**config.mk**
```make
export PLATFORM = sky130hd
export DESIGN_NAME = pit_channel
export DESIGN_NICKNAME = d
export VERILOG_FILES = /design/src/rtl/pit_pkg.sv /design/src/rtl/pit_gate_edge.sv /design/src/rtl/pit_count_load.sv /design/src/rtl/pit_core.sv /design/src/rtl/pit_channel.sv
export SDC_FILE = /design/constraint.sdc
export NUM_CORES = 1
export LEC_CHECK = 0
export ABC_AREA = 1
export BUFFER_PORTS_ARGS = -buffer_cell sky130_fd_sc_hd__clkbuf_2
export CAP_MARGIN = 20
export CORE_AREA = 3 3 131 133
export DETAILED_ROUTE_END_ITERATION = 6
export DIE_AREA = 0 0 134 136
export GPL_TIMING_DRIVEN = 0
export PLACE_DENSITY = 0.56
export SLEW_MARGIN = 20
export SYNTH_ARGS = -nofsm -noshare
export SYNTH_HDL_FRONTEND = slang
export SYNTH_SLANG_ARGS = --single-unit
```
**constraint.sdc**
```tcl
create_clock -name clk -period 7.2 [get_ports clk]
set_input_delay 1.8 -clock clk [delete_from_list [all_inputs] [get_ports clk]]
set_output_delay 1.8 -clock clk [all_outputs]
set_load 0.01 [all_outputs]
```
**src/rtl/pit_pkg.sv**
```systemverilog
package pit_pkg;

  typedef enum logic [2:0] {
    M_TC     = 3'd0,
    M_ONESHOT = 3'd1,
    M_RATE   = 3'd2,
    M_SQUARE = 3'd3,
    M_SWSTB  = 3'd4,
    M_HWSTB  = 3'd5
  } pit_mode_e;

  // codes 6 and 7 fold onto the two periodic modes
  function automatic pit_mode_e norm_mode(input logic [2:0] code);
    if (code[2:1] == 2'b11) return pit_mode_e'({1'b0, code[1:0]});
    return pit_mode_e'(code);
  endfunction

  function automatic int pow10(input int e);
    int r;
    r = 1;
    for (int k = 0; k < e; k++) r = r * 10;
    return r;
  endfunction

endpackage

```
**src/rtl/pit_gate_edge.sv**
```systemverilog
module pit_gate_edge (
  input  logic clk,
  input  logic rst,
  input  logic gate,
  output logic rise
);
  logic gate_q;

  // reset high so a gate already high at reset is not a trigger
  always_ff @(posedge clk) begin
    if (rst) gate_q <= 1'b1;
    else     gate_q <= gate;
  end

  assign rise = gate & ~gate_q;
endmodule

```
**src/rtl/pit_count_load.sv**
```systemverilog
module pit_count_load import pit_pkg::*; #(
  parameter int CW = 16
) (
  input  logic [CW-1:0] val,
  input  logic          bcd,
  output logic [CW:0]   len
);
  localparam int DIGITS = CW / 4;
  localparam int LW = CW + 1;
  localparam logic [LW-1:0] BIN_MAX = LW'(1) << CW;
  localparam logic [LW-1:0] DEC_MAX = LW'(pow10(DIGITS));

  logic [LW-1:0] part [DIGITS];
  logic [LW-1:0] dsum;

  genvar g;
  for (g = 0; g < DIGITS; g++) begin : g_dig
    localparam logic [LW-1:0] WEIGHT = LW'(pow10(g));
    assign part[g] = LW'(val[4*g +: 4]) * WEIGHT;
  end

  always_comb begin
    dsum = '0;
    for (int i = 0; i < DIGITS; i++) dsum = dsum + part[i];
  end

  always_comb begin
    if (val == '0) len = bcd ? DEC_MAX : BIN_MAX;
    else           len = bcd ? dsum : {1'b0, val};
  end
endmodule

```
**src/rtl/pit_core.sv**
```systemverilog
module pit_core import pit_pkg::*; #(
  parameter int CW = 16
) (
  input  logic      clk,
  input  logic      rst,
  input  logic      tick,
  input  logic      gate,
  input  logic      rise,
  input  logic      cfg_we,
  input  pit_mode_e cfg_mode,
  input  logic      cnt_we,
  input  logic [CW:0] len_in,
  output logic      out
);
  localparam int LW = CW + 1;
  localparam logic [LW-1:0] ONE = LW'(1);
  localparam logic [LW-1:0] TWO = LW'(2);

  pit_mode_e     mode_q;
  logic [LW-1:0] reload_q, cnt_q;
  logic          pend_q, has_q, run_q, trig_q, out_q;
  logic          is_per;
  logic [LW-1:0] hi_len, lo_len;

  assign is_per = (mode_q == M_RATE) || (mode_q == M_SQUARE);
  assign hi_len = (reload_q + ONE) >> 1;
  assign lo_len = reload_q >> 1;

  always_ff @(posedge clk) begin
    if (rst) begin
      mode_q   <= M_TC;
      reload_q <= '0;
      cnt_q    <= '0;
      pend_q   <= 1'b0;
      has_q    <= 1'b0;
      run_q    <= 1'b0;
      trig_q   <= 1'b0;
      out_q    <= 1'b0;
    end else if (cfg_we) begin
      mode_q <= cfg_mode;
      out_q  <= (cfg_mode != M_TC);
      pend_q <= 1'b0;
      has_q  <= 1'b0;
      run_q  <= 1'b0;
      trig_q <= 1'b0;
    end else if (cnt_we) begin
      reload_q <= len_in;
      has_q    <= 1'b1;
      if (mode_q == M_TC || mode_q == M_SWSTB) begin
        pend_q <= 1'b1;
        run_q  <= 1'b0;
        out_q  <= (mode_q != M_TC);
      end else if (is_per && !run_q) begin
        pend_q <= 1'b1;
      end
    end else begin
      if (rise) trig_q <= 1'b1;
      if (is_per && !gate) begin
        out_q <= 1'b1;
      end else if (tick) begin
        case (mode_q)
          M_TC: begin
            if (pend_q) begin
              cnt_q <= reload_q; pend_q <= 1'b0; run_q <= 1'b1;
            end else if (run_q && gate) begin
              if (cnt_q == ONE) begin out_q <= 1'b1; run_q <= 1'b0; end
              else cnt_q <= cnt_q - ONE;
            end
          end
          M_SWSTB: begin
            if (pend_q) begin
              cnt_q <= reload_q; pend_q <= 1'b0; run_q <= 1'b1;
            end else if (run_q && (gate || !out_q)) begin
              if (!out_q) begin out_q <= 1'b1; run_q <= 1'b0; end
              else if (cnt_q == ONE) out_q <= 1'b0;
              else cnt_q <= cnt_q - ONE;
            end
          end
          M_ONESHOT: begin
            if (trig_q && has_q) begin
              cnt_q <= reload_q; run_q <= 1'b1; trig_q <= 1'b0; out_q <= 1'b0;
            end else if (run_q) begin
              if (cnt_q == ONE) begin out_q <= 1'b1; run_q <= 1'b0; end
              else cnt_q <= cnt_q - ONE;
            end
          end
          M_HWSTB: begin
            if (trig_q && has_q) begin
              cnt_q <= reload_q; run_q <= 1'b1; trig_q <= 1'b0; out_q <= 1'b1;
            end else if (run_q) begin
              if (!out_q) begin out_q <= 1'b1; run_q <= 1'b0; end
              else if (cnt_q == ONE) out_q <= 1'b0;
              else cnt_q <= cnt_q - ONE;
            end
          end
          M_RATE: begin
            if (pend_q || trig_q) begin
              cnt_q <= reload_q; out_q <= 1'b1; run_q <= 1'b1;
              pend_q <= 1'b0; trig_q <= 1'b0;
            end else if (run_q) begin
              if (cnt_q <= ONE) begin
                cnt_q <= reload_q; out_q <= 1'b1;
              end else begin
                cnt_q <= cnt_q - ONE;
                if (cnt_q == TWO) out_q <= 1'b0;
              end
            end
          end
          M_SQUARE: begin
            if (pend_q || trig_q) begin
              cnt_q <= hi_len; out_q <= 1'b1; run_q <= 1'b1;
              pend_q <= 1'b0; trig_q <= 1'b0;
            end else if (run_q) begin
              if (cnt_q <= ONE) begin
                out_q <= !out_q;
                cnt_q <= out_q ? lo_len : hi_len;
              end else begin
                cnt_q <= cnt_q - ONE;
              end
            end
          end
          default: ;
        endcase
      end
    end
  end

  assign out = out_q;

  // configuration write sets the output level from the mode code
  a_r2_cfg_level: assert property (@(posedge clk) disable iff (rst)
    cfg_we |=> (out_q == ($past(cfg_mode) != M_TC)));

  // a count write in mode 0 pulls the output low
  a_r2_tc_write_low: assert property (@(posedge clk) disable iff (rst)
    (cnt_we && !cfg_we && mode_q == M_TC) |=> !out_q);

  // once high in mode 0 the output holds until a write
  a_r3_tc_holds: assert property (@(posedge clk) disable iff (rst)
    (mode_q == M_TC && out_q && !cfg_we && !cnt_we) |=> out_q);

  // strobes in modes 4 and 5 last one tick
  a_r7_strobe_one_tick: assert property (@(posedge clk) disable iff (rst)
    ((mode_q == M_SWSTB || mode_q == M_HWSTB) && !out_q && tick && !cfg_we && !cnt_we)
      |=> out_q);

  // gate low in the periodic modes forces the output high
  a_r9_gate_forces_high: assert property (@(posedge clk) disable iff (rst)
    (is_per && !gate && !cfg_we && !cnt_we) |=> out_q);

  // no tick, no write, no forcing: output holds
  a_r12_tick_only: assert property (@(posedge clk) disable iff (rst)
    (!tick && !cfg_we && !cnt_we && !(is_per && !gate)) |=> $stable(out_q));
endmodule

```
**src/rtl/pit_channel.sv**
```systemverilog
module pit_channel import pit_pkg::*; #(
  parameter int CW = 16
) (
  input  logic          clk,
  input  logic          rst,
  input  logic          tick,
  input  logic          gate,
  input  logic          cfg_we,
  input  logic [2:0]    cfg_mode,
  input  logic          cfg_bcd,
  input  logic          cnt_we,
  input  logic [CW-1:0] cnt_val,
  output logic          out
);
  logic        bcd_q;
  logic        rise;
  logic [CW:0] len;
  pit_mode_e   mode_n;

  always_ff @(posedge clk) begin
    if (rst)         bcd_q <= 1'b0;
    else if (cfg_we) bcd_q <= cfg_bcd;
  end

  assign mode_n = norm_mode(cfg_mode);

  pit_gate_edge u_gate (
    .clk  (clk),
    .rst  (rst),
    .gate (gate),
    .rise (rise)
  );

  pit_count_load #(.CW(CW)) u_load (
    .val (cnt_val),
    .bcd (bcd_q),
    .len (len)
  );

  pit_core #(.CW(CW)) u_core (
    .clk      (clk),
    .rst      (rst),
    .tick     (tick),
    .gate     (gate),
    .rise     (rise),
    .cfg_we   (cfg_we),
    .cfg_mode (mode_n),
    .cnt_we   (cnt_we),
    .len_in   (len),
    .out      (out)
  );

  // output is low straight after reset
  a_r1_reset_low: assert property (@(posedge clk)
    rst |=> !out);
endmodule

```
# ---- Yosys cells after proc, flatten, opt, wreduce, memory -nomap -nowiden
# Cells that the tools add are included.
dict set report op_classes {
  add_sub_neg 5
  mul 3
  n_lt_le_gt_ge 1
  eq_ne 33
  muxes 78
  bitwise 5
  n_reduce_logical 31
}
# op count
set op_table {}
lappend op_table {{$mux W17} 19}
lappend op_table {{$pmux W17 S6} 1}
lappend op_table {{$mux W1} 51}
lappend op_table {{$ne A5 B5 Y1 const B} 4}
lappend op_table {{$add A17 B1 Y17 const B} 1}
lappend op_table {{$add A17 B11 Y17} 1}
lappend op_table {{$add A17 B14 Y17} 1}
lappend op_table {{$eq A17 B1 Y1 const B} 1}
lappend op_table {{$eq A17 B2 Y1 const B} 1}
lappend op_table {{$le A17 B1 Y1 const B} 1}
lappend op_table {{$sub A17 B1 Y17 const B} 1}
lappend op_table {{$logic_not A16 Y1} 1}
lappend op_table {{$mux W16} 1}
lappend op_table {{$ne A4 B3 Y1 const B} 4}
lappend op_table {{$ne A3 B2 Y1 const B} 5}
lappend op_table {{$reduce_and A13 Y1} 1}
lappend op_table {{$ne A3 B1 Y1 const B} 4}
lappend op_table {{$ne A6 B3 Y1 const B} 2}
lappend op_table {{$ne A6 B5 Y1 const B} 2}
lappend op_table {{$reduce_bool A6 Y1} 2}
lappend op_table {{$mul A4 B7 Y11 const B} 1}
lappend op_table {{$reduce_and A11 Y1} 1}
lappend op_table {{$add A4 B8 Y9} 1}
lappend op_table {{$mul A4 B5 Y9 const B} 1}
lappend op_table {{other kinds (27)} 48}
dict set report word_totals {
  ff_bits 44
  output_inout_bits 1
  word_cells 166
}

# ---- Logic depth before layout (Yosys ltp)
dict set report depth {
  word_depth 10
  mapped_depth 23
  ltp_nobuf 23
}

# ---- By module
# From an unflattened synthesis, not the netlist that was laid out.
dict set report hier_totals {
  cells_unflattened 1210
  area_unflattened_um2 7053.0
}
# mod n_inst cells_each area_per_inst_um2 seq_area_each_um2
set modules_own_cells {}
lappend modules_own_cells {pit_core 1 911 4853.4 840.8}
lappend modules_own_cells {pit_count_load 1 285 2109.5 0.0}
lappend modules_own_cells {pit_channel 1 9 52.6 20.0}
lappend modules_own_cells {pit_gate_edge 1 5 37.5 20.0}

# ---- Worst setup path after synthesis
# OpenSTA, ideal clock, no wires.
dict set report synth_timing {
  path_type {input port to flip-flop}
  startpoint {input cnt_val[13]}
  endpoint {register u_core.reload_q[13]}
  setup_ns 0.132
  arrival_time_ns 5.181
  t_required_ns 7.068
  setup_slack_ns 1.887
  path_stages 20
  path_buffers 0
  path_cell_list {fa_1 > inv_1 > fa_1 > inv_1 > ha_1 > xor2_1 > fa_1 > inv_1 > ha_1 > nand2_1 > o21ai_0 > nand2_1 > nand2_1 > nand2_1 > nand2_1 > nand2_1 > nand2_1 > nand3_1 > nand2_1 > a21oi_1}
}
dict set report synth_via {
  elab_chain_cells 4
  word_cells_on_any_way 5
  classes_between {1 x add/sub; 1 x mul; 2 x mux; 1 x reduce/logical}
}
# element line
set synth_rtl {}
lappend synth_rtl {{start, declared} pit_channel.sv:12} ;# input logic [CW-1:0] cnt_val,
lappend synth_rtl {{$mul A4 B7 Y11} pit_count_load.sv:19} ;# assign part[g] = LW'(val[4*g +: 4]) * WEIGHT;
lappend synth_rtl {{$add A17 B14 Y17} pit_count_load.sv:24} ;# for (int i = 0; i < DIGITS; i++) dsum = dsum + part[i];
lappend synth_rtl {{$mux W17} pit_count_load.sv:29} ;# else len = bcd ? dsum : {1'b0, val};
lappend synth_rtl {{$mux W17 *} pit_count_load.sv:28} ;# if (val == '0) len = bcd ? DEC_MAX : BIN_MAX;
lappend synth_rtl {{end signal, assigned} pit_core.sv:47} ;# reload_q <= len_in;
lappend synth_rtl {{end, declared} pit_core.sv:20} ;# logic [LW-1:0] reload_q, cnt_q;
# Every way passes the cells marked *; elsewhere a longest branch is shown, timed or not.
# A chain may end at the register's enable or synchronous reset.

# ---- Worst setup path in the final report
dict set report layout_timing {
  startpoint {input cnt_val[15]}
  endpoint {register u_core.reload_q[13]}
}
# Same word-level chain as after synthesis.

==> run metrics <==
R2R depth 12; reported leakage power 3.527 nW; status finished clean; Die X 134 µm; post-CTS setup buffer count 0; vias per cell 5.344; Worst path max stage delay 0.63 ns; Synth top area share 19.62%; CTS clock-pin slew for the worst setup and hold paths 0.07 ns; Slew @ Worst Pin 0.8002 ns; H-tree depth 2; Final min period 5.592 ns; Clock Latency Late Sink 0.30 ns; Area Growth Syn to Fin 8.246%; most common cell after layout, fill and taps aside nand2_1; CTS Hold Bufs 0; Syn Nets 1218; RePlAce Congestion 0.9782; reg-to-reg endpoint u_core.cnt_q[12]$_SDFFE_PP0P_; peak supply drop 0.1038 mV; flops & latches, synth 44; Die H 136 µm; die footprint 18220 µm²; endpoints failing hold 0; Synth async-reset ratio 0%; Multi-input gate area 5027 µm²; Total GRT Usage 25.26%; largest net degree at the start of global routing 17; DRT iter0 DRCs 612; Fillers 1824; first-pass GRT wire length 36420 µm; synth unique cells 51; CTS Buf Count 5; hold crit path type flop to flop; post-route insts no fill 1376; CP Launch Type input pin; initial core utilization 41.88%; pre-CTS WS 1.298 ns; cell repeated most along the worst path nand2_1; crit path DAT 5.76 ns; antenna violations before repair 0; Final #Nets 1251; sequential area share after synthesis 13.19%; Tot Pwr 0.001416 W; maximum clock frequency 0.1788 GHz; drt pass-1 iters 5; worst reg-to-reg setup slack 4.82 ns; clk sinks 44; RSZ-0062 raised after global routing false; yosys warns 0; vias in the first global route 6886; Syn Area/Cell 5.929 µm²; Cell Pwr Density 195.9 nW/µm²; final setup TNS 0 ns; Req. time, crit path 7.37 ns; via count 7354; commonest non-fill, non-tap cells in the layout nand2_1, inv_1, nand3_1, nor2_1, a21oi_1; Post-synth top flop dfxtp_1; Std-Cell Rows 46; Placed Cells 1368; post-DP HPWL 18500 µm; DRC Markers 0; Slew Limit Fails 0; Port Buffer Count 26; GRT overflow 0; Storage cell area 880.8 µm²; Area contributors post-synth nand2_1, dfxtp_1, ha_1; antenna-violating nets left 0; total detailed-routing wirelength 22640 µm; Rel. slew slack 46.66%; setup ws final 1.608 ns; CTS tree built; Max Cap Viol 0; number of synthesized flops with an enable pin 0; Setup crit end kind flop; Critical Path Sink u_core.reload_q[13]$_SDFFE_PP0P_; Bufs on Longest Clock Path 2; Ant. Diodes 0; Post-Synthesis Cells 1126; Core Util, Final 45.33%; Cell Chain, Critical Path clkbuf_2, fa_1, inv_1, fa_1, inv_1, ha_1, xor2_1, fa_1, inv_1, ha_1, nand2_1, o21ai_0, nand2_1, nand2_1, nand2_1, nand2_1, nand2_1, nand2_1, nand3_1, nand2_1, a21oi_1; CTS root buf clkbuf_16; skew final 0.01190 ns; Synth Cell Area 6676 µm²; Resize count post-CTS 0; final setup vio count 0; Crit. Startpoint cnt_val[15]; critical path type input pin to flop; I/O Pins 27; share of layout cells above drive strength 1 9.741%; worst-path maximum fanout 7; wire per inst 16.45 µm; final period utilization 77.67%; Worst path slowest cell fa_1; R2R Path Start u_core.cnt_q[1]$_SDFFE_PP0P_; CORE AREA 15940 µm²; area leader, netlist nand2_1
## per-stage QoR
step	hold slack, ns	cell area, µm²
2_1_floorplan	0.4487	6676
3_3_place_gp	0.4876	7077
3_5_place_dp	0.4858	7077
4_1_cts	0.4968	7227
5_1_grt	0.5260	7227
6_report	0.4948	7227
## cell usage after synthesis (3+ instances only)
cell and n:
nand2_2 7, a31oi_1 9, clkbuf_1 22, nor2_1 82
nor4_1 4, fa_1 17, dfxtp_1 44, o21ai_0 68
nor2_8 3, inv_1 131, clkinv_1 3, nand3_1 95
xor2_1 27, nand3_2 4, xnor2_1 11, nor2_2 16
o211ai_1 13, nand4_1 13, a21oi_1 70, ha_1 49
buf_6 5, o21ai_1 13, o2111ai_1 4, nand2_1 349
inv_2 13, or2_2 6, buf_2 8, nor2_4 4
buf_4 3, nor3_1 5
## report_power, final
| part | internal [W] | switching [W] | leakage [nW] |
|---|---|---|---|
| combinational | 0.000312 | 0.000576 | 3.10 |
| sequential | 0.000257 | 0.0000188 | 0.359 |
| clock | 0.000132 | 0.000120 | 0.0708 |
| total | 0.000701 | 0.000715 | 3.53 |
## how the worst min path moves through the flow
| stage | start | endpoint | slack, ns | cells after the start |
|---|---|---|---|---|
| finish | u_core.has_q$_SDFFE_PP0P_ | u_core.has_q$_SDFFE_PP0P_ | 0.49 | 2 |
| global route | u_core.cnt_q[14]$_SDFFE_PP0P_ | u_core.cnt_q[14]$_SDFFE_PP0P_ | 0.53 | 2 |
| CTS | u_core.has_q$_SDFFE_PP0P_ | u_core.has_q$_SDFFE_PP0P_ | 0.50 | 2 |
| detailed placement | u_core.has_q$_SDFFE_PP0P_ | u_core.has_q$_SDFFE_PP0P_ | 0.49 | 2 |
| global placement | u_core.has_q$_SDFFE_PP0P_ | u_core.has_q$_SDFFE_PP0P_ | 0.49 | 2 |
| floorplan | u_core.has_q$_SDFFE_PP0P_ | u_core.has_q$_SDFFE_PP0P_ | 0.45 | 2 |
## flip-flops by register name, summed over array words and instances (netlist names)
register         flops
u_core.mode_q        3
u_core.cnt_q        17
u_core.out           1
u_core.pend_q        1
u_core.has_q         1
bcd_q                1
u_core.reload_q     17
u_gate.gate_q        1
u_core.trig_q        1
u_core.run_q         1
## cell type report
type	instances	share of cell area (%)
clock inverters	3	0.3463
well taps	216	3.740
inverters	148	7.722
plain buffers	40	2.909
flip-flops and latches	44	12.19
clock buffers	5	1.731
multi-input cells	894	69.56
repair buffers	26	1.801
## kinds of logic after synthesis
kind of cell	count (synthesis)	share of synthesized area, %
AND/OR/NAND/NOR	597	39.92
flip-flops	44	13.19
AO/OA/AOI/OAI	193	16.12
XOR/XNOR	38	4.985
adder cells (fa/ha/maj)	66	14.28
buffers and inverters	188	11.51
## metal layers
layer  up-vias  wire length [µm]  global-route usage [%]
met5         -                 0                       0
met4         0               565                   7.257
met3        33              1339                   2.332
met2       242              9479                   39.02
met1      3366             11260                   37.38
li1       3713                 -                       -
## worst max-delay path: cells and delay by family
family | cells | cell delay, ns
AO/OA/AOI/OAI | 2 | 0.37
adder cells (fa/ha/maj) | 5 | 2.32
buffers and inverters | 4 | 0.38
AND/OR/NAND/NOR | 9 | 0.68
XOR/XNOR | 1 | 0.20
Note: power is estimated with default switching activity, not from simulation.
